$ cat src/rtl/cfgr_pkg.sv
package cfgr_pkg;

    typedef enum logic [1:0] {
        SZ_BYTE = 2'b00,
        SZ_HALF = 2'b01,
        SZ_WORD = 2'b10,
        SZ_WALT = 2'b11
    } acc_size_e;

    localparam logic [7:0] SECBUS_HALF_OFF = 8'h18;
    localparam logic [7:0] SECBUS_BYTE_OFF = 8'h19;

    typedef struct packed {
        logic [7:0]  sec_bus;
        logic        rsp_valid;
        logic [31:0] rsp_rdata;
    } rtr_state_t;

    function automatic logic [7:0] align_off(input logic [7:0] off, input acc_size_e sz);
        case (sz)
            SZ_BYTE: align_off = off;
            SZ_HALF: align_off = {off[7:1], 1'b0};
            default: align_off = {off[7:2], 2'b00};
        endcase
    endfunction

    function automatic logic [3:0] lane_be(input logic [1:0] lo, input acc_size_e sz);
        case (sz)
            SZ_BYTE: lane_be = 4'b0001 << lo;
            SZ_HALF: lane_be = lo[1] ? 4'b1100 : 4'b0011;
            default: lane_be = 4'b1111;
        endcase
    endfunction

    function automatic logic [31:0] lane_data(input logic [31:0] wd, input acc_size_e sz);
        case (sz)
            SZ_BYTE: lane_data = {4{wd[7:0]}};
            SZ_HALF: lane_data = {2{wd[15:0]}};
            default: lane_data = wd;
        endcase
    endfunction

    function automatic logic [31:0] pick_read(input logic [31:0] dw, input logic [1:0] lo,
                                              input acc_size_e sz);
        logic [31:0] sh;
        case (sz)
            SZ_BYTE: begin
                sh = dw >> {lo, 3'b000};
                pick_read = {24'h0, sh[7:0]};
            end
            SZ_HALF: begin
                sh = dw >> {lo[1], 4'h0};
                pick_read = {16'h0, sh[15:0]};
            end
            default: pick_read = dw;
        endcase
    endfunction

    function automatic logic [31:0] all_ones(input acc_size_e sz);
        case (sz)
            SZ_BYTE: all_ones = 32'h0000_00FF;
            SZ_HALF: all_ones = 32'h0000_FFFF;
            default: all_ones = 32'hFFFF_FFFF;
        endcase
    endfunction

endpackage

$ cat src/rtl/cfgr_addr_decode.sv
module cfgr_addr_decode
    import cfgr_pkg::*;
#(
    parameter int NLOC       = 3,
    parameter int NSEC       = 2,
    parameter int BRIDGE_DEV = 2,
    parameter int REG_WORDS  = 16,
    localparam int NTGT      = NLOC + NSEC,
    localparam int TGT_W     = (NTGT > 1) ? $clog2(NTGT) : 1,
    localparam int WORD_W    = (REG_WORDS > 1) ? $clog2(REG_WORDS) : 1
) (
    input  logic [23:0]       addr,
    input  logic [7:0]        local_bus,
    input  logic [7:0]        sec_bus,
    input  acc_size_e         size,
    output logic              hit,
    output logic [TGT_W-1:0]  tgt,
    output logic              is_bridge,
    output logic              in_space,
    output logic [WORD_W-1:0] word_idx,
    output logic [7:0]        eff_off
);
    localparam int SPACE_BYTES = REG_WORDS * 4;

    logic [7:0] bus;
    logic [4:0] dev;
    logic [2:0] fn;
    logic       on_local;
    logic       on_sec;
    logic       dev_ok;
    int         tgt_int;

    always_comb begin
        bus      = addr[23:16];
        dev      = addr[15:11];
        fn       = addr[10:8];
        eff_off  = align_off(addr[7:0], size);
        on_local = (bus == local_bus);
        on_sec   = !on_local && (sec_bus != 8'h00) && (bus == sec_bus);
        if (on_local)
            dev_ok = (int'(dev) < NLOC);
        else
            dev_ok = (int'(dev) < NSEC);
        hit       = (fn == 3'b000) && (on_local || on_sec) && dev_ok;
        tgt_int   = on_local ? int'(dev) : (NLOC + int'(dev));
        tgt       = hit ? TGT_W'(tgt_int) : '0;
        is_bridge = hit && on_local && (int'(dev) == BRIDGE_DEV);
        in_space  = (int'(eff_off) < SPACE_BYTES);
        word_idx  = WORD_W'(eff_off >> 2);
    end

endmodule

$ cat src/rtl/cfgr_func_regs.sv
module cfgr_func_regs #(
    parameter int REG_WORDS = 16,
    localparam int WORD_W   = (REG_WORDS > 1) ? $clog2(REG_WORDS) : 1
) (
    input  logic              clk,
    input  logic              rst_n,
    input  logic              wr_en,
    input  logic [WORD_W-1:0] wr_idx,
    input  logic [3:0]        wr_be,
    input  logic [31:0]       wr_data,
    input  logic [WORD_W-1:0] rd_idx,
    output logic [31:0]       rd_data
);
    logic [31:0] mem_d [REG_WORDS];
    logic [31:0] mem_q [REG_WORDS];

    always_comb begin
        for (int w = 0; w < REG_WORDS; w++) begin
            mem_d[w] = mem_q[w];
            if (wr_en && (int'(wr_idx) == w)) begin
                for (int b = 0; b < 4; b++) begin
                    if (wr_be[b])
                        mem_d[w][b*8 +: 8] = wr_data[b*8 +: 8];
                end
            end
        end
    end

    always_ff @(posedge clk) begin
        for (int w = 0; w < REG_WORDS; w++) begin
            if (!rst_n)
                mem_q[w] <= '0;
            else
                mem_q[w] <= mem_d[w];
        end
    end

    assign rd_data = mem_q[rd_idx];

endmodule

$ cat src/rtl/cfgr_secbus_snoop.sv
module cfgr_secbus_snoop
    import cfgr_pkg::*;
(
    input  logic        wr_fire,
    input  logic [7:0]  eff_off,
    input  acc_size_e   size,
    input  logic [31:0] wdata,
    output logic        cap_en,
    output logic [7:0]  cap_val
);
    always_comb begin
        cap_en  = 1'b0;
        cap_val = wdata[7:0];
        if (wr_fire) begin
            if (size == SZ_BYTE) begin
                if (eff_off == SECBUS_BYTE_OFF) begin
                    cap_en  = 1'b1;
                    cap_val = wdata[7:0];
                end
            end else if (eff_off == SECBUS_HALF_OFF) begin
                cap_en  = 1'b1;
                cap_val = wdata[15:8];
            end
        end
    end

endmodule

$ cat src/rtl/cfgr_router.sv
module cfgr_router
    import cfgr_pkg::*;
#(
    parameter int NLOC       = 3,
    parameter int NSEC       = 2,
    parameter int BRIDGE_DEV = 2,
    parameter int REG_WORDS  = 16,
    localparam int NTGT      = NLOC + NSEC,
    localparam int TGT_W     = (NTGT > 1) ? $clog2(NTGT) : 1,
    localparam int WORD_W    = (REG_WORDS > 1) ? $clog2(REG_WORDS) : 1
) (
    input  logic        clk,
    input  logic        rst_n,
    input  logic [7:0]  local_bus,
    input  logic        req_valid,
    input  logic        req_write,
    input  logic [1:0]  req_size,
    input  logic [23:0] req_addr,
    input  logic [31:0] req_wdata,
    output logic        rsp_valid,
    output logic [31:0] rsp_rdata
);
    rtr_state_t st_d, st_q;

    acc_size_e         sz;
    logic              dec_hit;
    logic [TGT_W-1:0]  dec_tgt;
    logic              dec_bridge;
    logic              dec_in_space;
    logic [WORD_W-1:0] dec_word;
    logic [7:0]        dec_off;
    logic              wr_fire;
    logic [3:0]        wr_be;
    logic [31:0]       wr_lanes;
    logic              cap_en;
    logic [7:0]        cap_val;
    logic [31:0]       rd_words [NTGT];
    logic [31:0]       sel_word;

    assign sz = acc_size_e'(req_size);

    cfgr_addr_decode #(
        .NLOC(NLOC), .NSEC(NSEC), .BRIDGE_DEV(BRIDGE_DEV), .REG_WORDS(REG_WORDS)
    ) u_dec (
        .addr      (req_addr),
        .local_bus (local_bus),
        .sec_bus   (st_q.sec_bus),
        .size      (sz),
        .hit       (dec_hit),
        .tgt       (dec_tgt),
        .is_bridge (dec_bridge),
        .in_space  (dec_in_space),
        .word_idx  (dec_word),
        .eff_off   (dec_off)
    );

    assign wr_fire  = req_valid && req_write && dec_hit;
    assign wr_be    = lane_be(dec_off[1:0], sz);
    assign wr_lanes = lane_data(req_wdata, sz);

    cfgr_secbus_snoop u_snoop (
        .wr_fire (wr_fire && dec_bridge),
        .eff_off (dec_off),
        .size    (sz),
        .wdata   (req_wdata),
        .cap_en  (cap_en),
        .cap_val (cap_val)
    );

    for (genvar g = 0; g < NTGT; g++) begin : g_func
        cfgr_func_regs #(.REG_WORDS(REG_WORDS)) u_regs (
            .clk     (clk),
            .rst_n   (rst_n),
            .wr_en   (wr_fire && dec_in_space && (int'(dec_tgt) == g)),
            .wr_idx  (dec_word),
            .wr_be   (wr_be),
            .wr_data (wr_lanes),
            .rd_idx  (dec_word),
            .rd_data (rd_words[g])
        );
    end

    always_comb begin
        sel_word = '0;
        for (int i = 0; i < NTGT; i++) begin
            if (int'(dec_tgt) == i)
                sel_word = rd_words[i];
        end
        if (!dec_in_space)
            sel_word = '0;
    end

    always_comb begin
        st_d           = st_q;
        st_d.rsp_valid = req_valid && !req_write;
        if (req_valid && !req_write) begin
            st_d.rsp_rdata = dec_hit ? pick_read(sel_word, dec_off[1:0], sz) : all_ones(sz);
        end
        if (cap_en)
            st_d.sec_bus = cap_val;
    end

    always_ff @(posedge clk) begin
        if (!rst_n)
            st_q <= '0;
        else
            st_q <= st_d;
    end

    assign rsp_valid = st_q.rsp_valid;
    assign rsp_rdata = st_q.rsp_rdata;

endmodule

$ cat config.mk
export PLATFORM = sky130hd
export DESIGN_NAME = cfgr_router
export DESIGN_NICKNAME = d
export VERILOG_FILES = /design/src/rtl/cfgr_pkg.sv /design/src/rtl/cfgr_addr_decode.sv /design/src/rtl/cfgr_func_regs.sv /design/src/rtl/cfgr_secbus_snoop.sv /design/src/rtl/cfgr_router.sv
export SDC_FILE = /design/constraint.sdc
export NUM_CORES = 2
export LEC_CHECK = 0
export BUFFER_PORTS_ARGS = -buffer_cell sky130_fd_sc_hd__buf_4
export CORE_ASPECT_RATIO = 1.5
export CORE_MARGIN = 3
export CORE_UTILIZATION = 59
export DETAILED_ROUTE_END_ITERATION = 7
export HOLD_SLACK_MARGIN = 0.05
export PLACE_DENSITY = 0.76
export SLEW_MARGIN = 10
export SYNTH_ARGS = -nofsm -noshare
export SYNTH_HDL_FRONTEND = slang
export SYNTH_SLANG_ARGS = --single-unit
$ cat constraint.sdc
create_clock -name clk -period 12.25 [get_ports clk]
set_input_delay 3.675 -clock clk [delete_from_list [all_inputs] [get_ports clk]]
set_output_delay 3.675 -clock clk [all_outputs]
set_load 0.01 [all_outputs]
* Word level (Yosys, flattened, before mapping)
Memories as Yosys holds them, arrays and structs flattened.
Index checks and enable logic that the tools add are counted.
** Word-level totals
- Input bits :: 70
- Memories kept :: 5
- Logic and storage cells :: 2169
- RAM bits :: 2560
- Output and inout bits :: 33
- Register bits :: 41
** Memories
- g_func[0].u_regs.mem_q :: depth 16, width 32, rd ports 1, clocked after memory_dff 0, write ports 16, RTL line cfgr_func_regs.sv:15 : logic [31:0] mem_q [REG_WORDS];
- g_func[1].u_regs.mem_q :: depth 16, width 32, rd ports 1, clocked after memory_dff 0, write ports 16, RTL line cfgr_func_regs.sv:15
- g_func[2].u_regs.mem_q :: depth 16, width 32, rd ports 1, clocked after memory_dff 0, write ports 16, RTL line cfgr_func_regs.sv:15
- g_func[3].u_regs.mem_q :: depth 16, width 32, rd ports 1, clocked after memory_dff 0, write ports 16, RTL line cfgr_func_regs.sv:15
- g_func[4].u_regs.mem_q :: depth 16, width 32, rd ports 1, clocked after memory_dff 0, write ports 16, RTL line cfgr_func_regs.sv:15
** Cells by class
- Reduce and logical (&&, ||, !) cells :: 424
- Bitwise gates (word level) :: 320
- Eq/ne operators :: 665
- Shift-type cells :: 3
- Multiplexer cells :: 745
- $lt $le $gt $ge :: 3
- $add $sub $neg :: 1
** Operators with widths (number)
- $mux 8 :: 643
- $mux 32 :: 87
- $reduce_and 3->1 :: 320
- $ne 2x2->1 const B :: 320
- $ne 1x1->1 const B :: 320
- $or 1x1->1 :: 320
- $pmux 32 s2 :: 3
- $logic_and 1x1->1 :: 96
- $eq 4x4->1 const B :: 8
- $shr 32x5->16 :: 1
- $shr 32x5->8 :: 1
- $eq 4x3->1 const B :: 4
- $eq 8x5->1 const B :: 2
- $eq 8x8->1 :: 2
- $lt 5x2->1 const B :: 2
- $eq 3x3->1 const B :: 3
- $eq 4x2->1 const B :: 2
- $lt 8x7->1 const B :: 1
- $pmux 4 s2 :: 1
- $reduce_bool 8->1 :: 1
- $mux 1 :: 7
- $logic_not 3->1 :: 2
- $mux 3 :: 2
- $eq 5x3->1 const B :: 1
- other kinds (11) :: 12

* Logic depth before layout (Yosys ltp)
- Depth after elaboration :: 18
- Gate-level depth with buffers :: 17
- Mapped depth without buffers :: 12

* Modules after synthesis
From an unflattened synthesis, not the netlist that was laid out.
** Unflattened totals
- Cells, all modules :: 8214
- Area total of the unflattened synthesis :: 114665.0 um^2
** Modules (own cells, without submodules)
- cfgr_func_regs at g_func[0].u_regs ... :: area an instance 21987.3 um^2, cells an instance 1524, seq. area each 15374.7 um^2, times used 4
- cfgr_func_regs at g_func[4].u_regs :: area an instance 22047.4 um^2, cells an instance 1528, seq. area each 15374.7 um^2, times used 1
- cfgr_router :: area an instance 4068.9 um^2, cells an instance 517, seq. area each 820.8 um^2, times used 1
- cfgr_addr_decode :: area an instance 409.1 um^2, cells an instance 58, seq. area each 0.0 um^2, times used 1
- cfgr_secbus_snoop :: area an instance 190.2 um^2, cells an instance 15, seq. area each 0.0 um^2, times used 1

* Least setup slack after synthesis
OpenSTA, ideal clock, no wires.
- Path type :: input to register
- Start :: in req_addr[11]
- End :: mem g_func[3].u_regs.mem_q[6][10] (enable)
- Required time :: 11.866 ns
- Path slack :: 5.253 ns
- Arrival :: 6.613 ns
- Setup time :: 0.384 ns
- Path buffers :: 5
- Cell stages on the path :: 13
- Path through :: clkbuf_1 > inv_1 > clkbuf_1 > ha_1 > clkbuf_1 > xnor2_1 > nor2_1 > o211ai_1 > a22oi_1 > buf_2 > nand2_2 > buf_2 > o21ai_0
** RTL lines
- start: declaration :: RTL line cfgr_router.sv:18 : input logic [23:0] req_addr,
- end: declaration :: RTL line cfgr_func_regs.sv:15

==> impl_metrics.py <==
metrics = {
    "setup_path": {
        "reg2reg_slack_ns": 6.55,
        "critical_path_peak_fanout": 183,
        "critical-path-max-stage-delay_ns": 0.69,
        "reg2reg_depth": 9,
        "required_ns": 12.69,
        "crit_buf_inv": 3,
        "r2r_start": "st_q[37]",
        "end_kind": "flop",
        "slowest_stage": "nor2_2",
        "worstPathArrival_ns": 8.75,
        "reg2reg_to": "g_func[4].u_regs.mem_q[10][8]",
        "cp_cell_sequence": "buf_4 > xnor2_1 > and4_1 > a21oi_1 > and3_1 > nor2_2 > a21oi_1 > nand2_4 > buf_4 > buf_12 > o21ai_0",
        "cp-start-kind": "input port",
        "cp_top_family": "simple AND/OR/NAND/NOR gates",
        "timing_worst_setup_path_type": "in2reg",
    },
    "drt": {
        "viasPerCell": 7.028,
        "wl_per_cell_um": 36.34,
        "first_pass_iters": 8,
        "drcViolationCount": 30,
        "drt_wl_total_um": 407100,
        "vias": 78730,
        "drt-initial-drc-count": 15009,
        "drtAntennaViolNets": 0,
    },
    "clock_tree": {
        "cts_buffers": 232,
        "clk_pin_slew_worst_paths_ns": 0.06,
        "clockRootBuffer": "clkbuf_16",
        "htree_levels": 4,
        "insertion_delay_ns": 0.89,
        "postCtsSetupBuffers": 0,
        "cts.sinks": 2601,
        "cts.repair.resized": 0,
        "cts_tree": "done",
        "cts_max_path_buffers": 4,
        "cts_hold_buffers": 0,
    },
    "sta": {
        "slew_headroom_pct": -0.002890,
        "rsz0062_at_grt": "no",
        "layout_worst_path_cycle_share_pct": 67.84,
        "skew_ns": 0.04912,
        "setup_viol": 0,
        "fin_setup_tns_ns": 0,
        "fmax_mhz": 120.3,
        "finalMaxSlewViolations": 1,
        "period_minus_slack_ns": 8.310,
        "finalHoldViolations": 0,
        "worst_pin_slew_ns": 1.498,
    },
    "synthesis": {
        "ys_async_sr_fraction_pct": 0,
        "synth-edff-count": 2560,
        "synth_seq_cells": 2601,
        "synth-main-ff-cell": "edfxtp_1",
        "yosysWarnings": 0,
        "ys_types": 80,
        "yosys.area.top_type": "edfxtp_1",
        "syn_nets": 8446,
        "synthTopCellsByArea": "edfxtp_1, mux4_2, nor2_1",
        "yosysTopAreaCellShare_pct": 65.33,
        "synth_most_common_cell": "nor2_1",
        "synth.cell_area_sq_mm": 0.1177,
        "synth.avg_cell_area_sq_um": 14.05,
        "synthTopCellsByCount": "nor2_1, edfxtp_1, nand2_1",
        "synthCells": 8374,
        "ys_seq_area_share_pct": 66.02,
    },
    "hold_path": {
        "holdPathStages": 2,
        "hp-start": "rsp_rdata[22]",
        "hp-class": "reg2reg",
        "holdPathEnd": "rsp_rdata[22]",
    },
    "final_layout": {
        "drive_gt1_share_pct": 18.28,
        "final_area_sq_mm": 0.1283,
        "multi_input_area_sq_mm": 0.03678,
        "filler_cell_count": 13829,
        "finalNetCount": 8423,
        "seq_area_sq_mm": 0.07769,
        "syn2layout_area_growth_pct": 9.022,
    },
    "global_route": {
        "grt_pass1_wl_um": 567200,
        "grtUsageTotal_pct": 39.76,
        "antenna_found_initial": 55,
        "grt_pass1_vias": 75325,
        "grt_max_degree": 184,
        "globalRoute.totalOverflow": 0,
    },
    "floorplanning": {
        "core_sq_mm": 0.1982,
        "die_h_um": 553.0,
        "initial_core_util_pct": 59.38,
        "die_w_um": 370.6,
        "die_area_sq_mm": 0.2050,
        "rows": 200,
        "ios": 103,
    },
    "place": {
        "place_congestion": 1.018,
        "hpwl_um": 282600,
        "portBuffers": 102,
        "placed_area_sq_mm": 0.1210,
    },
    "power_and_ir_drop": {
        "ir_drop_uv": 130.0,
        "p_leak_nw": 43.06,
        "p_per_area_mw_per_mm2": 145.1,
    },
    "run_status": {
        "failed_checks": "design-rule violations, max-capacitance violations, max-slew violations",
        "outcome": "finished, violations left",
    },
    "run": {
        "cap_violations": 1,
    },
}
==> area by class of cell <==
| class | instances | share of cell area (%) |
|---|---|---|
| clock inverters | 128 | 0.7685 |
| clock buffers | 285 | 4.785 |
| inverters | 8 | 0.03316 |
| diodes | 46 | 0.08972 |
| multi-input cells | 5099 | 28.67 |
| flip-flops and latches | 2601 | 60.56 |
| repair buffers | 409 | 2.533 |
| well taps | 2626 | 2.561 |
==> layer usage <==
layer | GRT usage [%] | wire length (um) | part of all wire, %
met1 | 47.76 | 121500 | 30
met2 | 60.13 | 185200 | 45
met3 | 12.24 | 59040 | 15
met4 | 30.85 | 41140 | 10
met5 | 0 | 295 | 0.072
==> worst register-to-register path: stages (launching register included) <==
cell and delay (ns):
dfxtp_1 0.35, xor2_1 0.17, nor3_1 0.58, nand3_1 0.23, o21a_1 0.36, nor2_1 1.01, nand2_4 0.61, buf_4 0.55
buf_4 0.42, o21ai_0 1.00
==> cells by family after synthesis <==
family | synth area share [%]
AO/OA/AOI/OAI | 3.140
buffers and inverters | 2.908
AND/OR/NAND/NOR | 12.06
adder cells (fa/ha/maj) | 0.02126
flip-flops | 66.02
XOR/XNOR | 0.1414
multiplexers | 15.71
==> through the flow <==
stage | power [W] | cells | setup slack, ns | util, % | hold WS [ns]
CTS | 0.01853 | 11156 | 4.188 | 64.67 | 0.4509
floorplan | 0.01099 | 8374 | 5.253 | - | 0.4168
global placement | 0.01161 | 10743 | 3.231 | 61.08 | 0.4323
finish | 0.01861 | 11202 | 3.940 | 64.73 | 0.4474
detailed placement | 0.01165 | 10743 | 3.296 | 61.08 | 0.4421
global route | 0.01893 | 11162 | 3.651 | 64.68 | 0.4770
==> placed cells by master, fill, tap and decap left out, types with 9 or more instances in the layout <==
cell type   Yosys  layout
clkinvlp_4      0      10
nor3_1         22      16
diode_2         0      46
buf_4          74     393
o211ai_1       16      16
a31oi_1        18      18
mux4_2        758     758
a21oi_1        56      56
buf_12          8      12
bufinv_16       0      14
nor2_2          1      11
mux4_1         30      30
a22oi_1        26      25
clkbuf_16       0     235
edfxtp_1     2560    2560
nand4_1        14      14
mux2_2         19      19
nand2_1       777     772
o21a_1         19      19
mux2i_1        41      41
o211a_1        12      12
clkinv_1        0      53
and2_1        135     135
nand3_1        18      17
clkinv_2        0      40
o21ai_1        24      49
a211oi_1        9       9
xnor2_1        11      11
nor2b_1        16      14
inv_1           7      11
a22o_1         20      20
nor2_1       2573    2560
and3_1         18      18
dfxtp_1        41      41
clkbuf_1      371      43
o21ai_0       358     325
==> sequential cells by signal, indices dropped and copies added (netlist names) <==
name	cells
g_func.u_regs.mem_q	2560
rsp_valid	1
rsp_rdata	32
st_q	8
==> worst max-delay path by stage <==
stage          depth (start not counted)                            end    startpoint
2_1_floorplan                         13  g_func[3].u_regs.mem_q[6][10]  req_addr[11]
4_1_cts                               11   g_func[4].u_regs.mem_q[1][9]  req_addr[13]
3_5_place_dp                          12   g_func[0].u_regs.mem_q[8][4]  req_addr[16]
3_3_place_gp                          10  g_func[3].u_regs.mem_q[3][30]  req_addr[11]
5_1_grt                               11   g_func[0].u_regs.mem_q[9][9]  req_addr[16]
6_report                              11  g_func[0].u_regs.mem_q[8][11]  req_addr[16]
==> power by group <==
group | switching (W) | internal (W) | total, W
sequential | 0.0000776 | 0.00996 | 0.0100
clock | 0.00325 | 0.00383 | 0.00708
combinational | 0.00103 | 0.000466 | 0.00149
total | 0.00435 | 0.0143 | 0.0186
Power figures use the tool's default switching activity.
